===== src/rtl/lrs_pkg.sv =====
package lrs_pkg;
  typedef enum logic [2:0] {
    ST_RESET      = 3'd0,
    ST_PLL_WAIT   = 3'd1,
    ST_DLY_WAIT   = 3'd2,
    ST_PHY_WAIT   = 3'd3,
    ST_SETTLE     = 3'd4,
    ST_LOCK_CHECK = 3'd5,
    ST_DONE       = 3'd6
  } seq_state_t;
endpackage


===== src/rtl/lrs_sync.sv =====
// Multi-flop synchronizer for a single level signal; STAGES must be 2 or more.
module lrs_sync #(
  parameter int STAGES = 2
) (
  input  logic clk,
  input  logic rst_n,
  input  logic d,
  output logic q
);
  logic [STAGES-1:0] chain_q;

  always_ff @(posedge clk or negedge rst_n) begin
    if (!rst_n) chain_q <= '0;
    else        chain_q <= {chain_q[STAGES-2:0], d};
  end

  assign q = chain_q[STAGES-1];
endmodule


===== src/rtl/lrs_wait_cnt.sv =====
// Saturating up-counter, cleared synchronously on clr.
module lrs_wait_cnt #(
  parameter int W = 7
) (
  input  logic         clk,
  input  logic         rst_n,
  input  logic         clr,
  output logic [W-1:0] cnt
);
  always_ff @(posedge clk or negedge rst_n) begin
    if (!rst_n)           cnt <= '0;
    else if (clr)         cnt <= '0;
    else if (cnt != '1)   cnt <= cnt + 1'b1;
  end
endmodule


===== src/rtl/lane_rst_seq.sv =====
module lane_rst_seq
  import lrs_pkg::*;
#(
  parameter int NUM_PLL     = 2,
  parameter int NUM_LANE    = 4,
  parameter int PLL_WAIT    = 64,
  parameter int SETTLE_WAIT = 16,
  parameter int SYNC_STAGES = 2
) (
  input  logic                clk,
  input  logic                rst_n,
  input  logic [NUM_PLL-1:0]  pll_lock_fb,
  input  logic [NUM_PLL-1:0]  pll_lock,
  input  logic [NUM_LANE-1:0] lane_dly_rdy,
  input  logic [NUM_LANE-1:0] lane_phy_rdy,
  input  logic                cfg_serial,
  input  logic                cfg_vtc_used,
  input  logic                cfg_ref_fast,
  input  logic [NUM_LANE-1:0] cfg_rst_tie_low,
  output logic [NUM_LANE-1:0] lane_rst,
  output logic [NUM_LANE-1:0] lane_tx_rst,
  output logic [NUM_LANE-1:0] lane_rx_rst,
  output logic                pll_phyclk_en,
  output logic [NUM_LANE-1:0] lane_vtc_en,
  output logic [NUM_LANE-1:0] lane_tx_vtc_en,
  output logic [NUM_LANE-1:0] lane_rx_vtc_en,
  output logic                phy_wr_en,
  output logic                phy_rd_en,
  output logic                seq_done
);
  localparam int MAX_WAIT = (PLL_WAIT > SETTLE_WAIT) ? PLL_WAIT : SETTLE_WAIT;
  localparam int CNT_W    = $clog2(MAX_WAIT + 1);
  localparam logic [CNT_W-1:0] PLL_TC    = CNT_W'(PLL_WAIT - 1);
  localparam logic [CNT_W-1:0] SETTLE_TC = CNT_W'(SETTLE_WAIT - 1);

  seq_state_t       state_q, state_d;
  logic [CNT_W-1:0] cnt_q;
  logic             fb_all, lock_all, dly_ok, phy_ok;
  logic             in_reset, vtc_on;

  assign fb_all   = &pll_lock_fb;
  assign lock_all = &pll_lock;

  lrs_sync #(.STAGES(SYNC_STAGES)) u_dly_sync (
    .clk(clk), .rst_n(rst_n), .d(&lane_dly_rdy), .q(dly_ok)
  );

  lrs_sync #(.STAGES(SYNC_STAGES)) u_phy_sync (
    .clk(clk), .rst_n(rst_n), .d(&lane_phy_rdy), .q(phy_ok)
  );

  lrs_wait_cnt #(.W(CNT_W)) u_cnt (
    .clk(clk), .rst_n(rst_n), .clr(state_d != state_q), .cnt(cnt_q)
  );

  // Next-state logic: feedback-lock loss overrides every other branch.
  always_comb begin
    state_d = state_q;
    if (!fb_all) begin
      state_d = ST_RESET;
    end else begin
      unique case (state_q)
        ST_RESET:      state_d = ST_PLL_WAIT;
        ST_PLL_WAIT:   if (cnt_q == PLL_TC) state_d = ST_DLY_WAIT;
        ST_DLY_WAIT:   if (dly_ok) state_d = cfg_serial ? ST_SETTLE : ST_PHY_WAIT;
        ST_PHY_WAIT:   if (phy_ok) state_d = ST_SETTLE;
        ST_SETTLE:     if (cnt_q == SETTLE_TC) state_d = ST_LOCK_CHECK;
        ST_LOCK_CHECK: if (lock_all) state_d = ST_DONE;
        ST_DONE:       state_d = ST_DONE;
        default:       state_d = ST_RESET;
      endcase
    end
  end

  always_ff @(posedge clk or negedge rst_n) begin
    if (!rst_n) state_q <= ST_RESET;
    else        state_q <= state_d;
  end

  assign in_reset      = (state_q == ST_RESET);
  assign pll_phyclk_en = !in_reset && (state_q != ST_PLL_WAIT);
  assign seq_done      = (state_q == ST_DONE);
  assign phy_wr_en     = seq_done;
  assign phy_rd_en     = seq_done;
  assign vtc_on        = !cfg_serial && cfg_vtc_used && cfg_ref_fast &&
                         (state_q inside {ST_PHY_WAIT, ST_SETTLE, ST_LOCK_CHECK, ST_DONE});

  for (genvar g = 0; g < NUM_LANE; g++) begin : g_lane
    assign lane_rst[g]       = in_reset;
    assign lane_tx_rst[g]    = in_reset && !cfg_rst_tie_low[g];
    assign lane_rx_rst[g]    = in_reset && !cfg_rst_tie_low[g];
    assign lane_vtc_en[g]    = vtc_on;
    assign lane_tx_vtc_en[g] = 1'b1;
    assign lane_rx_vtc_en[g] = 1'b1;
  end

  AST_LOSS_RESTART: assert property (@(posedge clk) disable iff (!rst_n)
    !fb_all |=> (lane_rst == '1) && !pll_phyclk_en && !seq_done && (lane_vtc_en == '0));
  AST_RST_RELEASE: assert property (@(posedge clk) disable iff (!rst_n)
    $fell(lane_rst[0]) |-> $past(fb_all));
  AST_CLKEN_AFTER_COUNT: assert property (@(posedge clk) disable iff (!rst_n)
    $rose(pll_phyclk_en) |-> $past(cnt_q) == PLL_TC);
  AST_WAIT_BOUND: assert property (@(posedge clk) disable iff (!rst_n)
    (state_q == ST_PLL_WAIT) |-> (cnt_q < CNT_W'(PLL_WAIT)));
  AST_VTC_AFTER_DLY: assert property (@(posedge clk) disable iff (!rst_n)
    $rose(lane_vtc_en[0]) |-> $past(dly_ok));
  AST_DONE_NEEDS_LOCK: assert property (@(posedge clk) disable iff (!rst_n)
    $rose(seq_done) |-> $past(lock_all));
endmodule


===== config.mk =====
export PLATFORM = sky130hd
export DESIGN_NAME = lane_rst_seq
export DESIGN_NICKNAME = d
export VERILOG_FILES = /design/src/rtl/lrs_pkg.sv /design/src/rtl/lrs_sync.sv /design/src/rtl/lrs_wait_cnt.sv /design/src/rtl/lane_rst_seq.sv
export SDC_FILE = /design/constraint.sdc
export NUM_CORES = 1
export LEC_CHECK = 0
export BUFFER_PORTS_ARGS = -buffer_cell sky130_fd_sc_hd__buf_2
export CAP_MARGIN = 20
export CORE_ASPECT_RATIO = 1.4
export CORE_MARGIN = 10
export CORE_UTILIZATION = 33
export CTS_BUF_LIST = sky130_fd_sc_hd__clkbuf_4 sky130_fd_sc_hd__clkbuf_8 sky130_fd_sc_hd__clkbuf_16
export DETAILED_ROUTE_END_ITERATION = 16
export GPL_TIMING_DRIVEN = 0
export HOLD_SLACK_MARGIN = 0.05
export PLACE_DENSITY = 0.72
export SLEW_MARGIN = 15
export SYNTH_ARGS = -nofsm -noshare
export SYNTH_HDL_FRONTEND = slang
export SYNTH_SLANG_ARGS = --single-unit

===== constraint.sdc =====
create_clock -name clk -period 4.6 [get_ports clk]
set_clock_uncertainty 0.15 [all_clocks]
set_input_delay 0.69 -clock clk [delete_from_list [all_inputs] [get_ports clk]]
set_output_delay 0.69 -clock clk [all_outputs]
set_load 0.02 [all_outputs]

==> results of run 1 <==
==> metrics by stage <==
stage          cells  utilization (%)  setup WS, ps  cell area [sq um]
4_1_cts          212             44.7          1810               1400
6_report         212             44.7          1810               1400
3_3_place_gp     208             42.9          2090               1340
5_1_grt          212             44.7          1640               1400
2_1_floorplan    129                -          2140               1090
3_5_place_dp     208             42.9          2080               1340
==> final cells by class <==
cell class / instances / area share [%]
tap: 39 / 3.49
sequential: 14 / 25.1
buffer: 27 / 14.2
clock buffer: 4 / 3.94
timing repair buffer: 40 / 14.3
multi-input combinational: 87 / 38.7
inverter: 1 / 0.269
==> worst paths after layout <==
path                                             from               endpoint  slack [ps]  cells after the start
worst max-delay path                       state_q[2]         lane_vtc_en[1]        1810                      6
worst min-delay path                            rst_n           u_cnt.cnt[3]         170                      1
worst max register to register           u_cnt.cnt[0]           u_cnt.cnt[0]        2480                      5
worst min register to register  u_dly_sync.chain_q[0]  u_dly_sync.chain_q[1]         200                      0
max in group asynchronous                       rst_n             state_q[2]        3890                      1
min in group clk                u_dly_sync.chain_q[0]  u_dly_sync.chain_q[1]         200                      0
==> flip-flops by register name, indices dropped and copies added (netlist names) <==
name / cells
u_phy_sync.chain_q: 2
u_dly_sync.chain_q: 2
state_q: 3
u_cnt.cnt: 7
==> cell families after synthesis <==
logic type	synth area share (%)
compound gates	17.0
xor+xnor	1.64
fa+ha+maj	1.17
buf+inv	18.9
flops	32.9
mux	0.939
other cells	0.352
simple gates	27.1
==> cells in the mapped netlist (all sizes together) (2+ instances only) <==
cell type | instances | area share [%]
dfrtp | 14 | 33
and2 | 3 | 1.8
xor2 | 2 | 1.6
o21ai | 7 | 3.6
or2 | 2 | 1.2
nor4 | 8 | 5.3
and3 | 2 | 1.2
nand3 | 3 | 1.4
a31oi | 2 | 1.2
nor2 | 7 | 2.5
nand4 | 4 | 2.3
nand2b | 2 | 1.2
o311ai | 2 | 1.6
nor3 | 3 | 1.4
and4 | 3 | 2.5
nand2 | 6 | 2.1
a21oi | 6 | 2.8
a31o | 2 | 1.6
buf | 26 | 18
a21o | 2 | 1.4
nor2b | 2 | 1.2
==> power by group through the flow <==
stage	Clock (mW)	Sequential [mW]	Combinational, mW
2_1_floorplan	0	0.141	0.0500
3_3_place_gp	0	0.143	0.0710
3_5_place_dp	0	0.144	0.0720
4_1_cts	0.119	0.142	0.0725
5_1_grt	0.123	0.143	0.0807
6_report	0.116	0.142	0.0721
==> per-layer routing <==
metal / wire (um) / share of wire (%) / up-vias / GRT usage [%]
li1: - / - / 520 / -
met1: 1020 / 39 / 457 / 8.93
met2: 1210 / 46 / 50 / 15.2
met3: 318 / 12 / 6 / 2.71
met4: 63 / 2.4 / 0 / 5.87
met5: 0 / 0 / - / 0
==> results.rst, run 1 <==
.. list-table::
   :header-rows: 1

   * - Metric
     - Value
   * - Layout overhead on the synthesized area
     - 31.0%
   * - Post-route minimum period
     - 2790 ps
   * - Max VDD drop
     - 0.000130 V
   * - Antenna violations before repair
     - 0
   * - Critical Path Max Stage Delay
     - 400 ps
   * - Arrival time reported for the critical path endpoint
     - 1950 ps
   * - TritonCTS sink count
     - 14
   * - Distinct cell type count after synthesis
     - 40
   * - Detailed router's first-iteration violation count
     - 24
   * - Warnings from Yosys
     - 0
   * - Proportion of power drawn by the clock network
     - 35.1%
   * - Clock tree from TritonCTS
     - done
   * - Fraction of power consumed by combinational cells
     - 21.8%
   * - Number of buffers inserted by hold repair at cts
     - 0
   * - Post-route worst hold slack
     - 174 ps
   * - Hold WC Path Type
     - input port to asynchronous set/reset pin
   * - Count of flip-flops with a built-in enable after synthesis
     - 0
   * - Storage element area
     - 350 sq um
   * - Unrepaired setup endpoints after global routing
     - false
   * - Die extent in y
     - 87.3 um
   * - Startpoint type of the worst setup path
     - flip-flop
   * - Setup crit end kind
     - output port
   * - Switching power
     - 90.6 uW
   * - Hold Violations, Final
     - 0
   * - Crit path buf inv count
     - 4
   * - Standard cell with the maximum stage delay on the critical path
     - sky130_fd_sc_hd__dfrtp_1
   * - Post-Syn Area per Cell
     - 8.74 sq um
   * - Drt pass-1 iters
     - 4
   * - Peak fanout along the critical path
     - 10
   * - Type of the worst setup path
     - flip-flop to output port
   * - Die width
     - 68.0 um
   * - Cells after synthesis
     - 122
   * - Final setup vio count
     - 0
   * - Maximum number of pins on one net before global-route repair
     - 15
   * - Diode insertion count for antenna repair
     - 0
   * - Max cap viols
     - 0
   * - Total core area
     - 3120 sq um
   * - Total global routing track utilization
     - 8.92%
   * - Share of final-layout standard cells stronger than drive strength 1
     - 45.7%
   * - Switching power share of the total
     - 27.5%
   * - Syn Std Cell Area
     - 1070 sq um
   * - Number of routed nets with antenna violations
     - 0
   * - Slew @ Worst Pin
     - 566 ps
   * - Reg power frac
     - 43.1%
   * - Buffers inserted by post-CTS timing repair
     - 0
   * - Final estimated routing congestion in global placement
     - 0.747
   * - Initial Util
     - 34.1%
   * - Internal cell power
     - 239 uW
   * - Leakage power summed over all cells
     - 0.721 nW
   * - Port Buf Inserts
     - 40
   * - Remaining max-slew budget at the tightest pin
     - 62.3%
   * - Run status
     - complete, no violations
   * - HPWL after detailed placement
     - 2190 um
   * - Power density relative to cell area
     - 236 nW/um^2
   * - Most common cell after layout, fill and taps aside
     - sky130_fd_sc_hd__buf_2
   * - Worst path required time
     - 3760 ps
   * - Multi-input gate area
     - 541 sq um
   * - Number of vias after detailed routing
     - 1033
   * - Number of H-tree branching levels
     - 1
   * - Number of max-slew violations in the final report
     - 0
   * - Quantity of gates resized following cts
     - 0
   * - Fillers
     - 331
   * - Final TNS setup
     - 0 ps
   * - Maximum clock insertion buffer count
     - 2
   * - Clock latency reported for the late side of the worst-skew pair
     - 240 ps
   * - Worst-path clk slew
     - 60 ps
   * - I/O pins
     - 49
   * - Highest-count cells in the layout ignoring fill and taps
     - 42 x sky130_fd_sc_hd__buf_2, 23 x sky130_fd_sc_hd__buf_4, 14 x sky130_fd_sc_hd__dfrtp_1
   * - Routed wire length per instance
     - 12.3 um
   * - Share of synthesized registers carrying an async set or reset
     - 100%
   * - Post-detailed-route DRC marker count
     - 0
   * - Register bit count reported by yosys
     - 14
   * - Cells along the critical path
     - buf_6 -> clkbuf_1 -> xor2_1 -> nor3_1 -> buf_4 -> buf_2
   * - Number of buffers added by the clock tree synthesis step
     - 3
   * - Row count
     - 24
   * - Die Area
     - 5940 sq um
   * - Final worst-path cycle share
     - 60.6%
   * - Post-layout total power
     - 330 uW
   * - Total detailed-routing wirelength
     - 2610 um
   * - Remaining global-route overflow
     - 0
   * - Global-route wire length before repair
     - 4290 um
   * - Buffer cell driving the clock tree root
     - sky130_fd_sc_hd__clkbuf_8
   * - Layout Nets
     - 196
   * - Via count of the first global-routing pass
     - 1009
   * - Mean number of vias per cell
     - 4.87
   * - Sequential cell area fraction in the yosys report
     - 32.9%
   * - Post-synth top flop
     - sky130_fd_sc_hd__dfrtp_1
   * - Highest achievable clock rate
     - 359 MHz
   * - Top cell family by delay on the critical path
     - buffers and inverters
(Power assumes the default switching activity.)
==> inputs of run 2 (changes only) <==
clock period = 2.8 ns   (was 4.6 ns; I/O delays follow)
==> results.rst, run 2 (synthesized netlist as in run 1, its figures left out) <==
.. list-table::
   :header-rows: 1

   * - Metric
     - Value
   * - Number of routed nets with antenna violations
     - 0 (unchanged)
   * - Total global routing track utilization
     - 8.94% (+0.025 points)
   * - Crit path buf inv count
     - 4 (unchanged)
   * - Slack of the worst reg-to-reg path
     - 680 ps (-1800 ps)
   * - Final estimated routing congestion in global placement
     - 0.747 (unchanged)
   * - Worst-path clk slew
     - 50 ps (about the same)
   * - Slack of the critical path
     - 283 ps (-1530 ps)
   * - Multi-input gate area
     - 541 sq um (unchanged)
   * - Remaining max-slew budget at the tightest pin
     - 62.3% (unchanged)
   * - Setup crit end kind
     - output port
   * - Global-route wire length before repair
     - 4310 um (+0.33%)
   * - Destination of the worst register-to-register timing path
     - u_cnt.cnt[0]
   * - Max VDD drop
     - 0.000214 V (+64%)
   * - Highest-count cells in the layout ignoring fill and taps
     - 42 x sky130_fd_sc_hd__buf_2, 23 x sky130_fd_sc_hd__buf_4, 14 x sky130_fd_sc_hd__dfrtp_1
   * - Buffers inserted by post-CTS timing repair
     - 0 (unchanged)
   * - Hold Path End
     - u_dly_sync.chain_q[1]
   * - Post-route minimum period
     - 2520 ps
   * - Leakage power summed over all cells
     - 0.726 nW (+0.58%)
   * - Drt pass-1 iters
     - 4 (unchanged)
   * - Number of H-tree branching levels
     - 1 (unchanged)
   * - HPWL after detailed placement
     - 2190 um (unchanged)
   * - Hold Violations, Final
     - 0 (unchanged)
   * - Number of max-slew violations in the final report
     - 0 (unchanged)
   * - Slew @ Worst Pin
     - 566 ps (unchanged)
   * - Die extent in y
     - 87.3 um (unchanged)
   * - Via count of the first global-routing pass
     - 1012 (+0.30%)
   * - Power density relative to cell area
     - 386 nW/um^2 (+63%)
   * - Worst setup timing slack at the placement stage
     - 553 ps (-1530 ps)
   * - Startpoint type of the worst setup path
     - flip-flop
   * - Number of vias after detailed routing
     - 1035 (+0.19%)
   * - Number of buffers inserted by hold repair at cts
     - 1 (+1)
   * - RR Startpoint
     - u_cnt.cnt[0]
   * - Fillers
     - 333 (+0.60%)
   * - Standard cell with the maximum stage delay on the critical path
     - sky130_fd_sc_hd__dfrtp_1
   * - Routed wire length per instance
     - 12.3 um (-0.35%)
   * - Max cap viols
     - 0 (unchanged)
   * - Layout Nets
     - 197 (+0.51%)
   * - Startpoint of the most critical hold path
     - u_dly_sync.chain_q[0]
   * - Total detailed-routing wirelength
     - 2610 um (+0.12%)
   * - Die Area
     - 5940 sq um (unchanged)
   * - Instance count along the most critical hold path
     - 0
   * - Hold WC Path Type
     - flip-flop to flip-flop
   * - Register containing the most flip-flops in the final layout
     - u_cnt.cnt
   * - Number of buffers added by the clock tree synthesis step
     - 3 (unchanged)
   * - Run status
     - complete, no violations
   * - Total core area
     - 3120 sq um (unchanged)
   * - Storage element area
     - 350 sq um (unchanged)
   * - Post-route worst hold slack
     - 196 ps (+21.8 ps)
   * - Final TNS setup
     - 0 ps (unchanged)
   * - Crit. Startpoint
     - state_q[2]
   * - Final worst-path cycle share
     - 89.9%
   * - Layout overhead on the synthesized area
     - 31.9%
   * - Peak fanout along the critical path
     - 10 (unchanged)
   * - Type of the worst setup path
     - flip-flop to output port
   * - Buffer cell driving the clock tree root
     - sky130_fd_sc_hd__clkbuf_8
   * - Final setup vio count
     - 0 (unchanged)
   * - Most common cell after layout, fill and taps aside
     - sky130_fd_sc_hd__buf_2
   * - Highest achievable clock rate
     - 397 MHz
   * - Row count
     - 24 (unchanged)
   * - Detailed router's first-iteration violation count
     - 23 (-4.2%)
   * - Remaining global-route overflow
     - 0 (unchanged)
   * - Flip-flop count of the largest register, all copies and words added
     - 7 (unchanged)
   * - Port Buf Inserts
     - 40 (unchanged)
   * - Post-layout total power
     - 543 uW (+65%)
   * - Top cell family by delay on the critical path
     - buffers and inverters
   * - Share of final-layout standard cells stronger than drive strength 1
     - 45.4% (-0.26 points)
   * - Critical Path Max Stage Delay
     - 400 ps (about the same)
   * - Die width
     - 68.0 um (unchanged)
   * - Maximum clock insertion buffer count
     - 2 (unchanged)
   * - Post-detailed-route DRC marker count
     - 0 (unchanged)
   * - Diode insertion count for antenna repair
     - 0 (unchanged)
   * - Arrival time reported for the critical path endpoint
     - 1950 ps (about the same)
   * - Reg2reg path depth
     - 5 (unchanged)
   * - Leading registers by flop count
     - u_cnt.cnt x7, state_q x3
   * - Initial Util
     - 34.1% (unchanged)
   * - Mean number of vias per cell
     - 4.86 (-0.28%)
   * - Maximum number of pins on one net before global-route repair
     - 15 (unchanged)
   * - Worst path required time
     - 2230 ps (-1530 ps)
   * - TritonCTS sink count
     - 14 (unchanged)
   * - Antenna violations before repair
     - 0 (unchanged)
   * - I/O pins
     - 49 (unchanged)
   * - Unrepaired setup endpoints after global routing
     - false
   * - Cells along the critical path
     - buf_6 -> clkbuf_1 -> xor2_1 -> nor3_1 -> buf_4 -> buf_2
   * - Clock latency reported for the late side of the worst-skew pair
     - 240 ps (about the same)
   * - Quantity of gates resized following cts
     - 0 (unchanged)
   * - Clock tree from TritonCTS
     - done
[run 2: changes by cell type in the layout (fill, tap and decap cells not counted)]
cell                            previous run  this run
sky130_fd_sc_hd__dlygate4sd3_1             0         1
[run 2: worst max path at each step]
stage,endpoint,cells after the start
5_1_grt,lane_vtc_en[0],6
2_1_floorplan,lane_tx_rst[0],5
3_3_place_gp,lane_vtc_en[0],6
4_1_cts,lane_vtc_en[1],6
6_report,lane_vtc_en[1],6
3_5_place_dp,lane_vtc_en[1],6
[run 2: layout make-up]
class                           count  area share, %
Buffer                             27           14.1
Inverter                            1          0.267
Multi-Input combinational cell     87           38.4
Clock buffer                        4           3.91
Timing Repair Buffer               41           14.9
Sequential cell                    14           24.9
Tap cell                           39           3.47
[run 2: worst reg2reg max path, delay by kind of cell, from the launching register on]
kind | cells | cell delay, ps
fa+ha+maj | 1 | 310
flops | 1 | 440
simple gates | 3 | 550
compound gates | 1 | 520
[run 2: layer usage]
metal  vias up  GRT usage [%]  share of wire, %
met4         0           5.87               2.4
met1       457           9.00                39
li1        522              -                 -
met2        50           15.2                46
met5         -              0                 0
met3         6           2.71                12
[run 2: metrics by stage]
stage	area, sq um	utilization [%]	instances
floorplan	1090	-	129
global placement	1340	42.9	208
detailed placement	1340	42.9	208
CTS	1410	45.0	213
global route	1410	45.0	213
finish	1410	45.0	213
[run 2: report_power, final]
part | internal, mW | total (mW) | switching, mW | leakage [nW]
Clock | 0.124 | 0.190 | 0.0659 | 0.0288
Sequential | 0.215 | 0.234 | 0.0190 | 0.190
Combinational | 0.0554 | 0.119 | 0.0641 | 0.507
